==> src/rtl/spi_slave_pm_pkg.sv <==
package spi_slave_pm_pkg;
   localparam int CFG_W        = 16;
   localparam int CFG_EN       = 0;
   localparam int CFG_SSEN     = 1;
   localparam int CFG_CLR_WCOL = 6;
   localparam int CFG_CLR_ROV  = 7;
   localparam int CFG_IDLE_STP = 13;

   localparam logic [CFG_W-1:0] CFG_KEEP =
      (CFG_W'(1) << CFG_EN) | (CFG_W'(1) << CFG_SSEN) | (CFG_W'(1) << CFG_IDLE_STP);

   typedef struct packed {
      logic tx_pend;
      logic rx_full;
      logic wcol;
      logic rov;
   } spi_flags_t;
endpackage

==> src/rtl/spi_slave_pm_sync.sv <==
module spi_slave_pm_sync #(
   parameter int               W       = 1,
   parameter int               STAGES  = 2,
   parameter logic [W-1:0]     RST_VAL = '0
) (
   input  logic         clk,
   input  logic         rst_n,
   input  logic [W-1:0] d,
   output logic [W-1:0] q
);
   generate
      if (STAGES < 2) begin : g_bad
         $error("spi_slave_pm_sync: STAGES must be at least 2");
      end
   endgenerate

   logic [W-1:0] stg [STAGES];

   generate
      for (genvar i = 0; i < STAGES; i++) begin : g_stage
         if (i == 0) begin : g_first
            always_ff @(posedge clk or negedge rst_n) begin
               if (!rst_n) stg[0] <= RST_VAL;
               else        stg[0] <= d;
            end
         end else begin : g_next
            always_ff @(posedge clk or negedge rst_n) begin
               if (!rst_n) stg[i] <= RST_VAL;
               else        stg[i] <= stg[i-1];
            end
         end
      end
   endgenerate

   assign q = stg[STAGES-1];
endmodule

==> src/rtl/spi_slave_pm_shift.sv <==
module spi_slave_pm_shift #(
   parameter int DW   = 8,
   parameter int CNTW = $clog2(DW)
) (
   input  logic            clk,
   input  logic            rst_n,
   input  logic            active,
   input  logic            sck_s,
   input  logic            sdi_s,
   input  logic            tx_pend,
   input  logic [DW-1:0]   tx_buf,
   output logic            sdo,
   output logic            frame_done,
   output logic            frame_used,
   output logic [DW-1:0]   rx_word,
   output logic [CNTW-1:0] bit_cnt
);
   localparam logic [CNTW-1:0] LAST = CNTW'(DW - 1);

   logic          sck_prev;
   logic          rise, fall;
   logic [DW-1:0] sh_rx, sh_tx;
   logic          inflight;

   assign rise = sck_s & ~sck_prev;
   assign fall = ~sck_s & sck_prev;

   always_ff @(posedge clk or negedge rst_n) begin
      if (!rst_n) sck_prev <= 1'b0;
      else        sck_prev <= sck_s;
   end

   always_ff @(posedge clk or negedge rst_n) begin
      if (!rst_n) begin
         bit_cnt  <= '0;
         sh_rx    <= '0;
         inflight <= 1'b0;
      end else if (!active) begin
         bit_cnt  <= '0;
         sh_rx    <= '0;
         inflight <= 1'b0;
      end else if (rise) begin
         sh_rx <= {sh_rx[DW-2:0], sdi_s};
         if (bit_cnt == '0) inflight <= tx_pend;
         if (bit_cnt == LAST) bit_cnt <= '0;
         else                 bit_cnt <= bit_cnt + 1'b1;
      end
   end

   always_ff @(posedge clk or negedge rst_n) begin
      if (!rst_n) begin
         sh_tx <= '0;
      end else if (bit_cnt == '0) begin
         if (!(active && rise)) sh_tx <= tx_pend ? tx_buf : '0;
      end else if (active && fall) begin
         sh_tx <= {sh_tx[DW-2:0], 1'b0};
      end
   end

   assign sdo        = sh_tx[DW-1];
   assign frame_done = active & rise & (bit_cnt == LAST);
   assign frame_used = inflight;
   assign rx_word    = {sh_rx[DW-2:0], sdi_s};
endmodule

==> src/rtl/spi_slave_pm_regs.sv <==
module spi_slave_pm_regs
   import spi_slave_pm_pkg::*;
#(
   parameter int DW = 8
) (
   input  logic             clk,
   input  logic             rst_n,
   input  logic             cfg_wr,
   input  logic [CFG_W-1:0] cfg_wdata,
   input  logic             tx_wr,
   input  logic [DW-1:0]    tx_wdata,
   input  logic             rx_rd,
   input  logic             frame_done,
   input  logic             frame_used,
   input  logic [DW-1:0]    rx_word,
   output logic [CFG_W-1:0] cfg_q,
   output logic [DW-1:0]    tx_buf,
   output logic [DW-1:0]    rx_buf,
   output spi_flags_t       flags
);
   logic tx_release, tx_accept, tx_collide, rx_store;

   assign tx_release = frame_done & frame_used;
   assign tx_collide = tx_wr & flags.tx_pend & ~tx_release;
   assign tx_accept  = tx_wr & ~tx_collide;
   assign rx_store   = frame_done & (~flags.rx_full | rx_rd);

   always_ff @(posedge clk or negedge rst_n) begin
      if (!rst_n) cfg_q <= '0;
      else if (cfg_wr) cfg_q <= cfg_wdata & CFG_KEEP;
   end

   always_ff @(posedge clk or negedge rst_n) begin
      if (!rst_n) begin
         tx_buf        <= '0;
         flags.tx_pend <= 1'b0;
      end else if (tx_accept) begin
         tx_buf        <= tx_wdata;
         flags.tx_pend <= 1'b1;
      end else if (tx_release) begin
         flags.tx_pend <= 1'b0;
      end
   end

   always_ff @(posedge clk or negedge rst_n) begin
      if (!rst_n) begin
         rx_buf        <= '0;
         flags.rx_full <= 1'b0;
      end else begin
         if (rx_store) rx_buf <= rx_word;
         flags.rx_full <= frame_done | (flags.rx_full & ~rx_rd);
      end
   end

   always_ff @(posedge clk or negedge rst_n) begin
      if (!rst_n) begin
         flags.wcol <= 1'b0;
         flags.rov  <= 1'b0;
      end else begin
         if (tx_collide)                            flags.wcol <= 1'b1;
         else if (cfg_wr && cfg_wdata[CFG_CLR_WCOL]) flags.wcol <= 1'b0;
         if (frame_done && flags.rx_full && !rx_rd)  flags.rov <= 1'b1;
         else if (cfg_wr && cfg_wdata[CFG_CLR_ROV])  flags.rov <= 1'b0;
      end
   end
endmodule

==> src/rtl/spi_slave_pm.sv <==
module spi_slave_pm
   import spi_slave_pm_pkg::*;
#(
   parameter int DW          = 8,
   parameter int SYNC_STAGES = 2
) (
   input  logic             clk,
   input  logic             rst_n,
   input  logic             ss_n,
   input  logic             sck,
   input  logic             sdi,
   output logic             sdo,
   output logic             sdo_oe,
   input  logic             sleep_req,
   input  logic             idle_req,
   input  logic             cfg_wr,
   input  logic [CFG_W-1:0] cfg_wdata,
   output logic [CFG_W-1:0] cfg_q,
   input  logic             tx_wr,
   input  logic [DW-1:0]    tx_wdata,
   output logic             tx_pend,
   input  logic             rx_rd,
   output logic [DW-1:0]    rx_data,
   output logic             rx_full,
   output logic             wcol,
   output logic             rov
);
   localparam int CNTW = $clog2(DW);

   generate
      if (DW < 2) begin : g_bad_dw
         $error("spi_slave_pm: DW must be at least 2");
      end
   endgenerate

   logic [2:0]      pins_s;
   logic            ss_s, sck_s, sdi_s;
   logic            run, ss_rel, active;
   logic            frame_done, frame_used;
   logic [DW-1:0]   rx_word, tx_buf;
   logic [CNTW-1:0] bit_cnt;
   spi_flags_t      flags;

   spi_slave_pm_sync #(.W(3), .STAGES(SYNC_STAGES), .RST_VAL(3'b100)) u_sync (
      .clk(clk), .rst_n(rst_n), .d({ss_n, sck, sdi}), .q(pins_s)
   );
   assign {ss_s, sck_s, sdi_s} = pins_s;

   assign run    = cfg_q[CFG_EN] & ~sleep_req & ~(idle_req & cfg_q[CFG_IDLE_STP]);
   assign ss_rel = cfg_q[CFG_SSEN] & ss_s;
   assign active = run & ~ss_rel;

   spi_slave_pm_shift #(.DW(DW), .CNTW(CNTW)) u_shift (
      .clk(clk), .rst_n(rst_n), .active(active), .sck_s(sck_s), .sdi_s(sdi_s),
      .tx_pend(flags.tx_pend), .tx_buf(tx_buf), .sdo(sdo),
      .frame_done(frame_done), .frame_used(frame_used),
      .rx_word(rx_word), .bit_cnt(bit_cnt)
   );

   spi_slave_pm_regs #(.DW(DW)) u_regs (
      .clk(clk), .rst_n(rst_n), .cfg_wr(cfg_wr), .cfg_wdata(cfg_wdata),
      .tx_wr(tx_wr), .tx_wdata(tx_wdata), .rx_rd(rx_rd),
      .frame_done(frame_done), .frame_used(frame_used), .rx_word(rx_word),
      .cfg_q(cfg_q), .tx_buf(tx_buf), .rx_buf(rx_data), .flags(flags)
   );

   assign sdo_oe  = active;
   assign tx_pend = flags.tx_pend;
   assign rx_full = flags.rx_full;
   assign wcol    = flags.wcol;
   assign rov     = flags.rov;
endmodule

==> config.mk <==
export PLATFORM = sky130hd
export DESIGN_NAME = spi_slave_pm
export DESIGN_NICKNAME = d
export VERILOG_FILES = /design/src/rtl/spi_slave_pm_pkg.sv /design/src/rtl/spi_slave_pm_sync.sv /design/src/rtl/spi_slave_pm_shift.sv /design/src/rtl/spi_slave_pm_regs.sv /design/src/rtl/spi_slave_pm.sv
export SDC_FILE = /design/constraint.sdc
export NUM_CORES = 1
export LEC_CHECK = 0
export BUFFER_PORTS_ARGS = -buffer_cell sky130_fd_sc_hd__buf_4
export CELL_PAD_IN_SITES_DETAIL_PLACEMENT = 1
export CELL_PAD_IN_SITES_GLOBAL_PLACEMENT = 1
export CORE_ASPECT_RATIO = 0.7
export CORE_MARGIN = 2
export CORE_UTILIZATION = 39
export CTS_CLUSTER_SIZE = 28
export DETAILED_ROUTE_END_ITERATION = 7
export GPL_ROUTABILITY_DRIVEN = 0
export GPL_TIMING_DRIVEN = 1
export PLACE_DENSITY = 0.9
export SLEW_MARGIN = 5
export SYNTH_ARGS = -nofsm -noshare
export SYNTH_HDL_FRONTEND = slang
export SYNTH_SLANG_ARGS = --single-unit
==> constraint.sdc <==
create_clock -name clk -period 2 [get_ports clk]
set_input_delay 0.3 -clock clk [delete_from_list [all_inputs] [get_ports clk]]
set_output_delay 0.3 -clock clk [all_outputs]
set_load 0.01 [all_outputs]
# == Yosys cells after proc, flatten, opt, wreduce, memory -nomap -nowiden ==
# Cells that the tools add are included.
# op_classes
muxes,18
n_eq_ne,4
n_addsub,1
reduce_logical,14
n_bitwise,26
# ops
operator,n
two-way mux 8 bit,4
bitwise AND 1 bit,15
two-way mux 7 bit,2
two-way mux 1 bit,9
two-way mux 3 bit,3
inverter 1 bit,9
nonzero test 2 bit,4
logical AND 1 bit,6
!= test 2 bit (second input constant),3
AND reduction 2 bit,2
adder 3 x 1 -> 3 bit (second input constant),1
equality test 3 bit (second input constant),1
logical NOT 3 bit,1
OR 1 bit,2
logical NOT 1 bit,1
# totals
in_bits,34
word_cells,77
register_bits,49
out_inout_bits,30

# == Depth between registers and ports, before layout ==
# depth
ltp_word,12
ltp_mapped,7
mapped_depth_nobuf,6

# == Modules after synthesis ==
# A second synthesis with hierarchy kept.
# unflattened
cells_unflattened,186
hier_area_um2,2278.4
# modules_own_cells
module,instances,area_each_um2,seq_area_each_um2,cells_each
spi_slave_pm_shift,1,1072.3,500.5,106
spi_slave_pm_regs,1,1009.7,575.6,69
spi_slave_pm_sync,1,175.2,152.6,9
spi_slave_pm,1,21.3,0.0,2

# == Least setup slack after synthesis ==
# No wires, ideal clock.
# synth_timing
path_kind,reg-to-output
startpoint,register u_sync.stg (netlist bit u_sync.q[2])
endpoint,output sdo_oe
path_buffers,2
path_slack_ns,0.351
required_time_ns,1.700
arrival_ns,1.349
path_stages_with_launch,6
cell_sequence,dfstp_2 > nand2_1 > nand4b_1 > clkbuf_1 > clkbuf_1 > inv_1
# synth_between
elab_chain_len,3
# synth_rtl
element,line_no,rtl
"start, declared",spi_slave_pm_sync.sv:17,logic [W-1:0] stg [STAGES];
"start signal, assigned by index",spi_slave_pm_sync.sv:29,else stg[i] <= stg[i-1];
bitwise AND 1 bit,spi_slave_pm.sv:50,assign ss_rel = cfg_q[CFG_SSEN] & ss_s;
inverter 1 bit,spi_slave_pm.sv:51,assign active = run & ~ss_rel;
bitwise AND 1 bit,spi_slave_pm.sv:51,
"end, declared",spi_slave_pm.sv:13,"output logic sdo_oe,"
# Every way passes these cells.

# == Final worst setup path ==
# Same ends and word-level chain as after synthesis.

==> flow_summary.toml <==
[run_status]
status = "completed"

[timing]
max_slew_margin = 0.5297
setup_violations = 0
clock.fmax_ghz = 0.5576
final_max_slew_viol_count = 0
finalClockSkew_ps = 4.336
tightest_slew_ps = 704.0
totalNegativeSetupSlack_ps = 0
min_period_ps = 1793
rsz0062_at_grt = "false"
hold_viol = 0
post-route-period-util = 0.8967

[finish]
design_area_sq_um = 2608
syn_to_final_growth_pct = 21.09
diodes = 0
drive_gt1_frac = 0.3289
nNetsFinal = 264

[placed_design]
hpwlAfterDp_mm = 2.971
placed_area_sq_um = 2491
port_buffers = 39

[route]
ant_nets = 0
dr.pass1.iters = 4
routedWlPerCell_microns = 13.80
route.detailed.drc = 0
wl_mm = 4.141
drtIter0Drc = 40
viasPerCell = 4.827
num_vias = 1448

[clocking]
cts_tree = "built"
clkSinkCount = 49
cts_root_buf = "clkbuf_8"
path_clk_slew_ps = 80
post-cts-setup-buffers = 0
cts_buffer_depth = 2
cts_buffers = 5
ctsResizeCount = 0
htreeDepth = 2
clkLatencyLatePin_ps = 300
hold_buffers = 0

[worst_setup_path]
r2r-end = "u_regs.tx_buf[6]"
path_delay_family = "flip-flops"
cp.buffers_inverters = 3
crit_required_ps = 1700
endpoint_kind = "primary output"
worstSetupPathType = "register to primary output"
critPathLaunchType = "register"
path_cells = "nand2_1 -> nand4b_1 -> buf_4 -> inv_1 -> buf_4"
reg2regPathDepth = 5
worstPathArrival_ps = 1490
ff2ff_setup_slack_ps = 250
path_common_cell = "buf_4"
critPathMaxStageDelay_ps = 550
crit_fanout = 19
r2r_start = "u_shift.bit_cnt[0]"
cpMaxStageDelayCell = "dfstp_2"

[floorplanning]
initial_core_util = 0.4074
die_y_microns = 66.17
row_count = 22
core_sq_um = 5285
die_width_microns = 92.81
die_area_sq_um = 6141
io_pins = 64

[global_route]
grt_first_pass_wirelength_mm = 6.941
grt_antenna_before_repair = 0
grt_max_degree = 50
grt.total_usage = 0.1486
grt_pass1_vias = 1451
grt-ovfl-total = 0

[pwr]
p_leak_nw = 1.235
fin_total_pwr_w = 0.002025
vdd_drop_max_mv = 0.3018
power.density_nw_per_um2 = 776.8

[synth]
yosysTopAreaCell = "dfrtp_1"
synth_edf_count = 0
yosys.cell_types.count = 30
synthesis.area_sq_um = 2153
avgSynthCellArea_sq_um = 11.77
ys_warn_count = 0
synthFlopType = "dfrtp_1"
synth.ff_latch_count = 49
yosys-top-cells-area = "dfrtp_1, nand2_1, mux2_2"
synth-async-reset-ratio = 1.000
synth_top_cell_area_share = 0.5462
yosysSeqAreaShare = 0.5706
synthCells = 183

[min_path]
hp-class = "primary input to async pin"

[run]
maxCapViolCount = 0
[Yosys cell counts, types with 2 or more instances]
cell and n:
a21oi_1 10, a221oi_2 7, buf_4 13, clkbuf_1 4, dfrtp_1 47, dfstp_2 2
ha_1 3, inv_1 12, mux2_1 8, mux2_2 11, nand2_1 34, nand2b_1 3
nor2_1 3, nor3_1 8, o21ai_0 3
[report_power, final]
part | switching, W | internal [W] | leakage (nW)
Combinational | 0.000113 | 0.000102 | 0.552
Clock | 0.000317 | 0.000408 | 0.0585
Sequential | 0.0000348 | 0.00105 | 0.624
Total | 0.000465 | 0.00156 | 1.23
[kinds of logic after synthesis]
kind of cell	count (synthesis)	share of synthesized area
buf+inv	31	0.08018
compound gates	25	0.1110
simple gates	54	0.1151
fa+ha+maj	3	0.01743
flops	49	0.5706
other cells	1	0.001742
mux	20	0.1040
[flip-flops by register name, indices dropped and copies added (netlist names)]
register / count
u_shift.bit_cnt: 3
u_shift.sh_rx: 7
u_sync.stg: 3
u_sync.q: 3
u_shift.sh_tx: 8
u_shift.frame_used: 1
u_regs.flags: 4
u_shift.sck_prev: 1
u_regs.cfg_q: 3
u_regs.rx_buf: 8
u_regs.tx_buf: 8
[worst max path at each step]
stage          slack, ps  cells past startpoint                from               end
2_1_floorplan        350                      5         u_sync.q[2]            sdo_oe
3_3_place_gp         260                      5           sleep_req  u_regs.tx_buf[4]
3_5_place_dp         240                      5           sleep_req  u_regs.tx_buf[6]
4_1_cts              190                      5         u_sync.q[2]            sdo_oe
5_1_grt              100                      6  u_shift.bit_cnt[0]  u_shift.sh_tx[7]
6_report             210                      5         u_sync.q[2]            sdo_oe
[cell type report]
type / instances / area, sq um
Inverter: 12 / 45.04
Sequential cell: 49 / 1229
Fill cell: 586 / 2678
Clock inverter: 1 / 30.03
Tap cell: 72 / 90.09
Timing Repair Buffer: 44 / 330.3
Multi-Input combinational cell: 115 / 797.0
Clock buffer: 7 / 86.33
[layer usage]
metal / global-route usage / vias up / part of all wire
li1: - / 680 / -
met1: 0.1842 / 730 / 0.45
met2: 0.2464 / 30 / 0.48
met3: 0.04333 / 8 / 0.052
met4: 0.06066 / 0 / 0.017
met5: 0 / - / 0
[stage by stage]
step | setup WS [ps] | util | std cells | hold WS, ps
2_1_floorplan | 351.1 | - | 195 | 4.409
3_3_place_gp | 260.5 | 0.4714 | 292 | 333.3
3_5_place_dp | 235.5 | 0.4714 | 292 | 339.6
4_1_cts | 188.9 | 0.4934 | 300 | 20.02
5_1_grt | 99.07 | 0.4934 | 300 | 37.04
6_report | 206.6 | 0.4934 | 300 | 0.8406
[cells in the final DEF (no fill, tap or decap)]
cell,Yosys,layout
a21oi_1,10,10
nor2_1,3,3
nand4_1,1,1
dfstp_2,2,2
nand2_1,34,34
mux2_2,11,11
inv_1,12,12
clkbuf_8,0,6
o21ai_0,3,3
nand3b_1,1,1
a221oi_2,7,7
nand4b_1,1,1
buf_4,13,44
a22oi_2,1,1
and4bb_4,1,1
conb_1,1,13
nand3_1,1,1
nor2b_1,1,1
clkbuf_1,4,1
a32o_1,1,1
a21oi_4,1,1
nor3_1,8,8
mux2i_1,1,1
mux2_1,8,8
o21ba_1,1,1
nand2b_1,3,3
o22ai_4,1,1
dfrtp_1,47,47
bufinv_16,0,1
ha_1,3,3
Power figures use the tool's default switching activity.
